==> config.mk <==
export PLATFORM = sky130hd
export DESIGN_NAME = refclk_div_top
export DESIGN_NICKNAME = d
export VERILOG_FILES = /design/src/rtl/clkdiv_pkg.sv /design/src/rtl/cfg_store.sv /design/src/rtl/div_core.sv /design/src/rtl/out_mux.sv /design/src/rtl/irq_sel.sv /design/src/rtl/refclk_div_top.sv
export SDC_FILE = /design/constraint.sdc
export NUM_CORES = 1
export LEC_CHECK = 0
export ABC_AREA = 1
export ABC_CLOCK_PERIOD_IN_PS = 2190
export BUFFER_PORTS_ARGS = -buffer_cell sky130_fd_sc_hd__buf_2
export CORE_MARGIN = 8
export CORE_UTILIZATION = 49
export DETAILED_ROUTE_END_ITERATION = 6
export PLACE_DENSITY = 0.77
export REMOVE_ABC_BUFFERS = 1
export SYNTH_ARGS = -nofsm -noshare
export SYNTH_HDL_FRONTEND = slang
export SYNTH_SLANG_ARGS = --single-unit
==> constraint.sdc <==
create_clock -name ref_clk -period 2.19 [get_ports ref_clk]
set_input_delay 0.1095 -clock ref_clk [delete_from_list [all_inputs] [get_ports ref_clk]]
set_output_delay 0.1095 -clock ref_clk [all_outputs]
set_load 0.05 [all_outputs]
==> src/rtl/clkdiv_pkg.sv <==
package clkdiv_pkg;

    localparam int unsigned DIV_W = 4;
    localparam int unsigned CFG_W = 8;

    typedef struct packed {
        logic             sof_only;
        logic             dma_arm;
        logic [1:0]       rsvd;
        logic [DIV_W-1:0] div_n;
    } cfg_byte_t;

    typedef enum logic {
        MODE_DIVIDE = 1'b0,
        MODE_BYPASS = 1'b1
    } out_mode_e;

    function automatic logic [DIV_W-1:0] clamp_div(input logic [DIV_W-1:0] v,
                                                   input logic [DIV_W-1:0] lim);
        return (v > lim) ? lim : v;
    endfunction

    // cycles of high phase for a period of n+1: ceil((n+1)/2)
    function automatic logic [DIV_W:0] high_len(input logic [DIV_W-1:0] n);
        return ({1'b0, n} + (DIV_W+1)'(2)) >> 1;
    endfunction

endpackage

==> src/rtl/cfg_store.sv <==
module cfg_store
    import clkdiv_pkg::*;
#(
    parameter int unsigned N_MAX = 11,
    parameter int unsigned N_RST = 11
) (
    input  logic             clk,
    input  logic             por,
    input  logic             wr_en,
    input  logic [CFG_W-1:0] wr_data,
    output cfg_byte_t        cfg_q
);
    localparam logic [DIV_W-1:0] N_MAX_V = DIV_W'(N_MAX);
    localparam logic [DIV_W-1:0] N_RST_V = DIV_W'(N_RST);

    logic unused_rsvd_bits;
    assign unused_rsvd_bits = ^wr_data[5:4];

    cfg_byte_t cfg_d;
    always_comb begin
        cfg_d.sof_only = wr_data[7];
        cfg_d.dma_arm  = wr_data[6];
        cfg_d.rsvd     = 2'b00;
        cfg_d.div_n    = clamp_div(wr_data[DIV_W-1:0], N_MAX_V);
    end

    always_ff @(posedge clk) begin
        if (por) begin
            cfg_q.sof_only <= 1'b0;
            cfg_q.dma_arm  <= 1'b0;
            cfg_q.rsvd     <= 2'b00;
            cfg_q.div_n    <= N_RST_V;
        end else if (wr_en) begin
            cfg_q <= cfg_d;
        end
    end

    p_clamped_div_r4: assert property (@(posedge clk) disable iff (por)
        cfg_q.div_n <= N_MAX_V);

    p_rsvd_zero_r3: assert property (@(posedge clk) disable iff (por)
        cfg_q.rsvd == 2'b00);

endmodule

==> src/rtl/div_core.sv <==
module div_core
    import clkdiv_pkg::*;
#(
    parameter int unsigned N_RST = 11
) (
    input  logic             clk,
    input  logic             por,
    input  logic [DIV_W-1:0] n_shadow,
    output logic             div_q,
    output out_mode_e        mode
);
    localparam logic [DIV_W-1:0] N_RST_V = DIV_W'(N_RST);

    logic [DIV_W-1:0] cnt, cur_n;
    logic [DIV_W-1:0] cnt_nx, n_eff;
    logic             wrap;

    always_comb begin
        wrap   = (cnt == cur_n);
        n_eff  = wrap ? n_shadow : cur_n;
        cnt_nx = wrap ? '0 : cnt + DIV_W'(1);
    end

    always_ff @(posedge clk) begin
        if (por) begin
            cnt   <= N_RST_V;
            cur_n <= N_RST_V;
            div_q <= 1'b0;
        end else begin
            cnt   <= cnt_nx;
            cur_n <= n_eff;
            div_q <= ({1'b0, cnt_nx} < high_len(n_eff));
        end
    end

    assign mode = (cur_n == '0) ? MODE_BYPASS : MODE_DIVIDE;

    p_cnt_in_range_r1: assert property (@(posedge clk) disable iff (por)
        cnt <= cur_n);

    p_period_opens_high_r1: assert property (@(posedge clk) disable iff (por)
        (cnt == '0) |-> div_q);

    p_load_at_boundary_r5: assert property (@(posedge clk) disable iff (por)
        !$stable(cur_n) |-> ($past(cnt) == $past(cur_n)));

    p_mode_switch_boundary_r6: assert property (@(posedge clk) disable iff (por)
        !$stable(mode) |-> (cnt == '0));

endmodule

==> src/rtl/out_mux.sv <==
module out_mux
    import clkdiv_pkg::*;
(
    input  logic      ref_clk,
    input  logic      div_q,
    input  out_mode_e mode,
    output logic      clk_out
);
    // mode only changes on the edge that opens a period, when both legs are high
    assign clk_out = (mode == MODE_BYPASS) ? ref_clk : div_q;
endmodule

==> src/rtl/irq_sel.sv <==
module irq_sel (
    input  logic clk,
    input  logic por,
    input  logic bus_rst,
    input  logic sof_only,
    input  logic evt_irq,
    input  logic alt_sof_mode,
    input  logic sof_tick,
    output logic irq_q
);
    always_ff @(posedge clk) begin
        if (por || bus_rst)
            irq_q <= 1'b0;
        else if (sof_only)
            irq_q <= sof_tick;
        else
            irq_q <= evt_irq | (alt_sof_mode & sof_tick);
    end

    p_sof_only_ignores_events_r8: assert property (@(posedge clk) disable iff (por)
        (sof_only && !bus_rst && !sof_tick) |=> !irq_q);

    p_bus_rst_drops_irq_r7: assert property (@(posedge clk) disable iff (por)
        bus_rst |=> !irq_q);

endmodule

==> src/rtl/refclk_div_top.sv <==
module refclk_div_top
    import clkdiv_pkg::*;
#(
    parameter int unsigned N_MAX = 11,
    parameter int unsigned N_RST = 11
) (
    input  logic       ref_clk,
    input  logic       por,
    input  logic       bus_rst,
    input  logic       wr_en,
    input  logic [7:0] wr_data,
    output logic [7:0] cfg_rdata,
    input  logic       evt_irq,
    input  logic       alt_sof_mode,
    input  logic       sof_tick,
    output logic       clk_out,
    output logic       dma_arm,
    output logic       irq
);
    cfg_byte_t cfg_q;
    logic      div_q;
    out_mode_e mode;

    initial begin
        if (N_RST > N_MAX || N_MAX >= (1 << DIV_W))
            $error("refclk_div_top: divide parameters out of range");
    end

    cfg_store #(.N_MAX(N_MAX), .N_RST(N_RST)) u_cfg (
        .clk     (ref_clk),
        .por     (por),
        .wr_en   (wr_en),
        .wr_data (wr_data),
        .cfg_q   (cfg_q)
    );

    div_core #(.N_RST(N_RST)) u_div (
        .clk      (ref_clk),
        .por      (por),
        .n_shadow (cfg_q.div_n),
        .div_q    (div_q),
        .mode     (mode)
    );

    out_mux u_mux (
        .ref_clk (ref_clk),
        .div_q   (div_q),
        .mode    (mode),
        .clk_out (clk_out)
    );

    irq_sel u_irq (
        .clk          (ref_clk),
        .por          (por),
        .bus_rst      (bus_rst),
        .sof_only     (cfg_q.sof_only),
        .evt_irq      (evt_irq),
        .alt_sof_mode (alt_sof_mode),
        .sof_tick     (sof_tick),
        .irq_q        (irq)
    );

    assign cfg_rdata = cfg_q;
    assign dma_arm   = cfg_q.dma_arm;

    p_bus_rst_keeps_cfg_r7: assert property (@(posedge ref_clk) disable iff (por)
        (bus_rst && !wr_en) |=> (cfg_rdata == $past(cfg_rdata)));

    p_arm_matches_byte_r3: assert property (@(posedge ref_clk) disable iff (por)
        dma_arm == cfg_rdata[6]);

endmodule

==> results of run 1 <==
==> layout make-up <==
type,count,area [sq um]
inverter,18,67.6
multi-input combinational,75,430
fill,145,574
clock buffer,8,63.8
tap,17,21.3
timing repair buffer,29,190
sequential,16,323
==> repair_timing <==
action / in CTS / in global routing
hold buffers: 9 / 0
buffers inserted: 0 / 0
hold endpoints to repair: 9 / 0
gates resized for setup: 0 / 3
endpoints found under the setup margin: 0 / 1
==> worst max-delay path by stage <==
| stage | start | end | cells past startpoint |
|---|---|---|---|
| final | u_div.cnt[1]$_SDFF_PP1_ | u_div.div_q$_SDFF_PP0_ | 12 |
| after global routing | u_div.cur_n[2]$_SDFF_PP0_ | u_div.div_q$_SDFF_PP0_ | 12 |
| after CTS | u_div.cur_n[1]$_SDFF_PP1_ | u_div.div_q$_SDFF_PP0_ | 12 |
| after detailed placement | u_div.cnt[2]$_SDFF_PP0_ | u_div.div_q$_SDFF_PP0_ | 12 |
| after global placement | u_div.cnt[2]$_SDFF_PP0_ | u_div.div_q$_SDFF_PP0_ | 12 |
| after floorplan | u_div.cur_n[1]$_SDFF_PP1_ | u_div.div_q$_SDFF_PP0_ | 12 |
==> cell usage after synthesis (all sizes together) (2+ instances only) <==
| cell type | instances | area (sq um) |
|---|---|---|
| a21oi | 4 | 23.8 |
| xnor2 | 2 | 17.5 |
| nand2 | 31 | 129 |
| nand3 | 5 | 25.0 |
| inv | 18 | 67.6 |
| buf | 4 | 30.0 |
| o22ai | 2 | 12.5 |
| nor2 | 9 | 48.8 |
| dfxtp | 16 | 320 |
| o21ai | 7 | 38.8 |
| ha | 5 | 62.6 |
==> sequential cells by signal, indices dropped and copies added, names as in the netlist <==
signal,count
u_irq.irq_q,1
u_div.div_q,1
u_div.cnt,4
u_div.cur_n,4
u_cfg.cfg_q,6
==> per-layer routing <==
metal	up-vias	share of wire (%)	routed length (microns)	track usage [%]
met5	-	0	0	0
met4	0	3.5	78	11.8
met3	10	5.4	120	4.71
met2	34	55	1220	25.6
met1	380	36	798	12.8
li1	421	-	-	-
==> kinds of logic (layout without fill, tap and decap cells) <==
family,after synthesis,after routing,share of synthesized area [%]
AO/OA/AOI/OAI,16,16,11.7
flip-flops,16,16,37.9
multiplexers,1,1,1.33
AND/OR/NAND/NOR,48,48,26.1
XOR/XNOR,3,3,3.11
adder cells (fa/ha/maj),5,5,7.41
buffers and inverters,23,55,12.0
other,1,2,0.444
==> power groups by stage <==
stage | clock network (uW) | logic (uW) | registers [uW]
6_report | 310 | 848 | 403
5_1_grt | 336 | 977 | 411
4_1_cts | 322 | 835 | 400
3_5_place_dp | 35.8 | 817 | 407
3_3_place_gp | 35.8 | 762 | 405
2_1_floorplan | 31.1 | 629 | 427
==> per-stage QoR <==
stage	worst slack, ns	util (%)
floorplan	0.341	-
global placement	0.207	56.3
detailed placement	0.162	56.3
CTS	0.137	65.2
global route	0.0162	65.6
finish	0.170	65.6
==> worst min-delay path: cells and delay by family <==
kind / cells / cell delay (ns)
simple gates: 3 / 0.16
buf+inv: 1 / 0.09
compound gates: 1 / 0.07
==> metrics.cfg, run 1 <==
[run_status]
outcome = finished clean

[critical_path]
r2r_start = u_div.cnt[1]$_SDFF_PP1_
worst_r2r_endpoint = u_div.div_q$_SDFF_PP0_
worstRegToRegCells = 12
critPathBufInv = 2
crit_arrival_ns = 2.36
slowest_delay_ns = 0.38
path_delay_family = compound AO/OA/AOI/OAI gates
crit_slowest_cell = dfxtp_1
cp-end-kind = register
crit_chain = inv_1 -> nand2_1 -> nand2_1 -> nor2_4 -> nand2_4 -> o21ai_2 -> inv_1 -> ha_1 -> xnor2_1 -> ha_1 -> a211o_1 -> a21oi_2
crit_required_ns = 2.53
r2r_slack_ns = 0.17
startpoint_type = register
cp_max_fo = 8
criticalPathCategory = register to register

[pwr]
pwr-share-clk_pct = 19.8
comb_power_share_pct = 54.3
switching_share_pct = 45.6
internal_power_uw = 848
p_leak_uw = 0.000605
power.total_uw = 1560
share_seq_of_total_power_pct = 25.8
vdd_drop_max_mv = 1.22
power_density_nw_per_um2 = 1420
switching_power_uw = 712

[synth]
seq_area_frac_synth_pct = 37.9
syn_avg_cell_area_sq_um = 7.47
synth-seq-cells = 16
syn_area_sq_um = 845
synthArstFlopShare_pct = 0
syn_inst = 113
yosysUniqueCellTypes = 28
ys.flop_type = dfxtp_1
synth-warning-count = 0
synth_edf_count = 0

[sta]
rsz0062_at_grt = no
tns_ns = 0
period_needed_ns = 2.02
fmax_ghz = 0.495
fin_crit_sh_pct = 92.2
finalClockSkew_ns = 0.00611
hold_viol_final = 0
setup-violations-final = 0
slew_violations = 0
fin_hold_ws_ns = 0.0589

[grt]
antenna_found_initial = 0
grt.total_usage_pct = 14.3
grt_pass1_vias = 812
grt_pass1_wl_mm = 3.54
overflow = 0
grt_max_degree = 10

[run]
drv_cap = 0

[clock_network]
cts_tree = done
worst_skew_pair.late_latency_ns = 0.39
clk_pin_slew_worst_paths_ns = 0.10

[route]
via_count = 845
drc = 0
antenna_left = 0
drt-pass1-iter-count = 4
via_per_inst = 5.18
wirelength_mm = 2.22
drtIter0Drc = 31
avgRoutedWirePerCell_microns = 13.6

[layout]
n_antenna_cell = 0
final_common_cell = nand2_1
layout_common_cells = nand2_1, buf_2, inv_1
nets = 167
fin_area_sq_um = 1100
drive_above_1_share_pct = 28.1
fin_cells = 163
syn_to_final_growth_pct = 29.8

[floorplanning]
initial_core_util_pct = 50.6
die-area_sq_um = 3310
fp.dieW_microns = 57.5
io_pins = 26
die_height_microns = 57.5
core_area_sq_um = 1670
fp-row-count = 15

[min_path]
min_to = u_cfg.cfg_q[0]$_SDFFE_PP1P_
hold_depth = 5
min_from = wr_data[2]
hp-class = input pin to register

[placed_design]
portBuffers = 21
hpwl_mm = 1.51
place_area_sq_um = 941
place.detailed.instances = 147
gp_congestion = 0.842

No activity file was read; power rests on OpenSTA's default activity.
==> inputs of run 2 (changes only) <==
--- a/config.mk
+++ b/config.mk
@@ -6,13 +6,14 @@
 export NUM_CORES = 1
 export LEC_CHECK = 0
 export ABC_AREA = 1
-export ABC_CLOCK_PERIOD_IN_PS = 2190
+export ABC_CLOCK_PERIOD_IN_PS = 1900
 export BUFFER_PORTS_ARGS = -buffer_cell sky130_fd_sc_hd__buf_2
 export CORE_MARGIN = 8
 export CORE_UTILIZATION = 49
 export DETAILED_ROUTE_END_ITERATION = 6
-export PLACE_DENSITY = 0.77
+export PLACE_DENSITY = 0.76
 export REMOVE_ABC_BUFFERS = 1
 export SYNTH_ARGS = -nofsm -noshare
 export SYNTH_HDL_FRONTEND = slang
+export SYNTH_HIERARCHICAL = 1
 export SYNTH_SLANG_ARGS = --single-unit
==> constraint.sdc (replaced) <==
create_clock -name ref_clk -period 1.9 [get_ports ref_clk]
set_input_delay 0.095 -clock ref_clk [delete_from_list [all_inputs] [get_ports ref_clk]]
set_output_delay 0.095 -clock ref_clk [all_outputs]
set_load 0.05 [all_outputs]
==> run 2 against run 1 <==
  * Clock power is 1% higher
  * Power is 46% higher
  * Fmax is 7.7% higher
  * Sequential cell count stayed put
  * Cell area is 16% higher
  * Worst setup slack worse by 0.15 ns
  * First-iteration DRC count is 35% lower
  * Sequential share of layout area is 3.4 points lower
  * Non-clock buffer count is 5 higher
  * Hold slack worse by 0.025 ns
  * Largest cell class unchanged
  * Highest routed layer unchanged
==> metrics.cfg, run 2 <==
[run_status]
outcome = finished clean  ; unchanged

[layout]
top_regs = u_cfg/cfg_q: 6 flops, u_div/cnt: 4 flops, u_div/cur_n: 4 flops  ; was u_cfg.cfg_q: 6 flops, u_div.cnt: 4 flops, u_div.cur_n: 4 flops
syn_to_final_growth_pct = 42.8  ; was 29.8%
fin_cells = 188  ; was 163
final_common_cell = nand2_1  ; unchanged
nets = 185  ; was 167
drive_above_1_share_pct = 41.1  ; was 28.1%
n_antenna_cell = 0  ; unchanged
layout_common_cells = nand2_1, buf_2, inv_1  ; unchanged
top_register = u_cfg/cfg_q  ; was u_cfg.cfg_q
fin_area_sq_um = 1270  ; was 1100 sq um
fillers = 116  ; was 145
largest_reg_flops = 6  ; unchanged

[route]
antenna_left = 0  ; unchanged
avgRoutedWirePerCell_microns = 13.8  ; was 13.6 microns
drtIter0Drc = 20  ; was 31
drc = 0  ; unchanged
wirelength_mm = 2.59  ; was 2.22 mm
via_per_inst = 4.93  ; was 5.18
drt-pass1-iter-count = 4  ; unchanged
via_count = 927  ; was 845

[clock_network]
worst_skew_pair.late_latency_ns = 0.40  ; was 0.39 ns
clk_pin_slew_worst_paths_ns = 0.10  ; about the same
cts_tree = done  ; unchanged

[pwr]
p_leak_uw = 0.000653  ; was 0.000605 uW
vdd_drop_max_mv = 1.48  ; was 1.22 mV
power_density_nw_per_um2 = 1800  ; was 1420 nW/um^2

[sta]
rsz0062_at_grt = yes  ; was no
period_needed_ns = 1.88  ; was 2.02 ns
worst_slack_ns = 0.0243  ; was 0.170 ns
hold_viol_final = 0  ; unchanged
finalClockSkew_ns = 0.00341  ; was 0.00611 ns
fmax_ghz = 0.533  ; was 0.495 GHz
setup-violations-final = 0  ; unchanged
slew_violations = 0  ; unchanged
fin_crit_sh_pct = 98.7  ; was 92.2%

[floorplanning]
die-area_sq_um = 3430  ; was 3310 sq um
die_height_microns = 58.6  ; was 57.5 microns
initial_core_util_pct = 52.0  ; was 50.6%
core_area_sq_um = 1710  ; was 1670 sq um
io_pins = 26  ; unchanged
fp-row-count = 15  ; unchanged
fp.dieW_microns = 58.6  ; was 57.5 microns

[synth]
synth-seq-cells = 16  ; unchanged
synth_most_common_cell = nand2_1  ; unchanged
synth_top_cell_area_share_pct = 36.1  ; was 37.9%
synth-warning-count = 6  ; was 0
synth-xor-area-share_pct = 2.96  ; was 3.11%
syn_area_sq_um = 888  ; was 845 sq um
synth_compound_area_share_pct = 9.30  ; was 11.7%
yosys.area_share.simple_pct = 31.4  ; was 26.1%
synthArstFlopShare_pct = 0  ; unchanged
post_synth_mux_area_share_pct = 0  ; was 1.33%
synthTopCellsByArea = dfxtp_1, nand2_1, inv_1  ; was dfxtp_1, nand2_1, ha_1
synth_fa_ha_area_share_pct = 7.04  ; was 7.41%
seq_area_frac_synth_pct = 36.1  ; was 37.9%
syn_avg_cell_area_sq_um = 7.16  ; was 7.47 sq um
ys.flop_type = dfxtp_1  ; unchanged
yosysUniqueCellTypes = 25  ; was 28
synth_top_area_cell = dfxtp_1  ; unchanged
synth_edf_count = 0  ; unchanged
synthTopCellsByCount = nand2_1, inv_1, dfxtp_1  ; was nand2_1, dfxtp_1, inv_1
syn_inst = 124  ; was 113
synth_top_family_by_area = simple AND/OR/NAND/NOR gates  ; unchanged

[grt]
busiest_layer = met2  ; unchanged
overflow = 0  ; unchanged
gr-usage-met3_pct = 8.26  ; was 4.71%
grt_pass1_wl_mm = 4.06  ; was 3.54 mm
grt.total_usage_pct = 16.0  ; was 14.3%
grt_max_degree = 10  ; unchanged
grt_use_met2_pct = 25.7  ; was 25.6%
grt_util_met1_pct = 15.0  ; was 12.8%
grt_pass1_vias = 966  ; was 812
antenna_found_initial = 0  ; unchanged

[run]
drv_cap = 0  ; unchanged

[placed_design]
portBuffers = 21  ; unchanged
gp_congestion = 0.789  ; was 0.842
hpwl_mm = 1.50  ; was 1.51 mm
place_area_sq_um = 1010  ; was 941 sq um
place.detailed.instances = 169  ; was 147
post-place-ws_ns = -0.00481  ; was 0.162 ns

[critical_path]
crit_chain = inv_2 -> nand2_2 -> nand2_2 -> nor2_4 -> nand2_4 -> nand2_4 -> nand2_4 -> ha_4 -> xnor2_2 -> ha_2 -> a211o_1 -> a21oi_2  ; was inv_1 -> nand2_1 -> nand2_1 -> nor2_4 -> nand2_4 -> o21ai_2 -> inv_1 -> ha_1 -> xnor2_1 -> ha_1 -> a211o_1 -> a21oi_2
cp_max_fo = 5  ; was 8
cp-end-kind = register  ; unchanged
crit_arrival_ns = 2.22  ; was 2.36 ns
crit_slowest_cell = dfxtp_2  ; was dfxtp_1
crit_required_ns = 2.25  ; was 2.53 ns
criticalPathCategory = register to register  ; unchanged
cp_common_cell = nand2_4
slowest_delay_ns = 0.37  ; was 0.38 ns
startpoint_type = register  ; unchanged

[min_path]
hp-class = input pin to register  ; unchanged

-- run 2: changes by cell type after synthesis, moves of 2 or more --
cell,delta
inv_2,+2
nand2_1,+5
nand2_2,+4
inv_1,+2
o22ai_1,-2
-- run 2: metrics by stage --
step	hold slack (ns)	setup TNS [ns]	power (uW)	util (%)
6_report	0.0342	0	2280	74.3
2_1_floorplan	0.166	0	1420	-
4_1_cts	0.0270	0	1950	69.0
5_1_grt	0.0871	-0.0885	2480	74.3
3_5_place_dp	0.329	-0.00481	1640	59.3
3_3_place_gp	0.316	0	1590	59.3
-- run 2: worst paths after layout --
kind | startpoint | endpoint | slack, ns | cells after the start
worst max-delay path | u_div/cur_n[3]$_SDFF_PP1_ | u_div/div_q$_SDFF_PP0_ | 0.02 | 12
worst min-delay path | wr_en | u_cfg/cfg_q[2]$_SDFFE_PP0P_ | 0.03 | 4
worst max register to register | u_div/cur_n[3]$_SDFF_PP1_ | u_div/div_q$_SDFF_PP0_ | 0.02 | 12
worst min register to register | u_cfg/cfg_q[3]$_SDFFE_PP1P_ | u_cfg/cfg_q[3]$_SDFFE_PP1P_ | 0.53 | 2
-- run 2: repair_timing --
item / 4_1_cts / 5_1_grt
endpoints found under the hold margin: 9 / 0
endpoints found under the setup margin: 1 / 1
buffers inserted: 0 / 2
pin swaps: 0 / 9
gates resized for setup: 8 / 17
hold buffers: 11 / 0
-- run 2: cell families after synthesis --
family,after synthesis
adders and majority gates,5
other,1
and+or+nand+nor,60
AOI/OAI and AO/OA,13
buffers and inverters,26
xor gates and xnor gates,3
DFF,16
-- run 2: power by group --
part | switching [uW] | leakage (uW) | total, uW | internal [uW]
Sequential | 94.3 | 0.000132 | 537 | 443
Combinational | 856 | 0.000482 | 1430 | 573
Clock | 164 | 0.0000391 | 314 | 150
-- run 2: final cells by class --
| cell class | count | area [sq um] | share of cell area, % |
|---|---|---|---|
| Tap cell | 25 | 31.3 | 2.47 |
| Timing Repair Buffer | 34 | 233 | 18.3 |
| Multi-Input combinational cell | 83 | 533 | 42.0 |
| Sequential cell | 16 | 330 | 26.0 |
| Clock buffer | 7 | 50.0 | 3.94 |
| Inverter | 23 | 91.3 | 7.20 |
-- run 2: routing by layer --
metal | routed length, microns | up-vias | part of all wire (%)
met5 | 0 | - | 0
met4 | 79 | 0 | 3.1
met3 | 155 | 9 | 6.0
met2 | 1370 | 35 | 53
met1 | 983 | 430 | 38
li1 | - | 453 | -
-- run 2: critical path: cells and delay by family, from the launching register on --
kind	cells	cell delay (ns)
buffers and inverters	1	0.05
adders and majority gates	2	0.34
DFF	1	0.37
xor gates and xnor gates	1	0.13
and+or+nand+nor	6	0.56
AOI/OAI and AO/OA	2	0.38
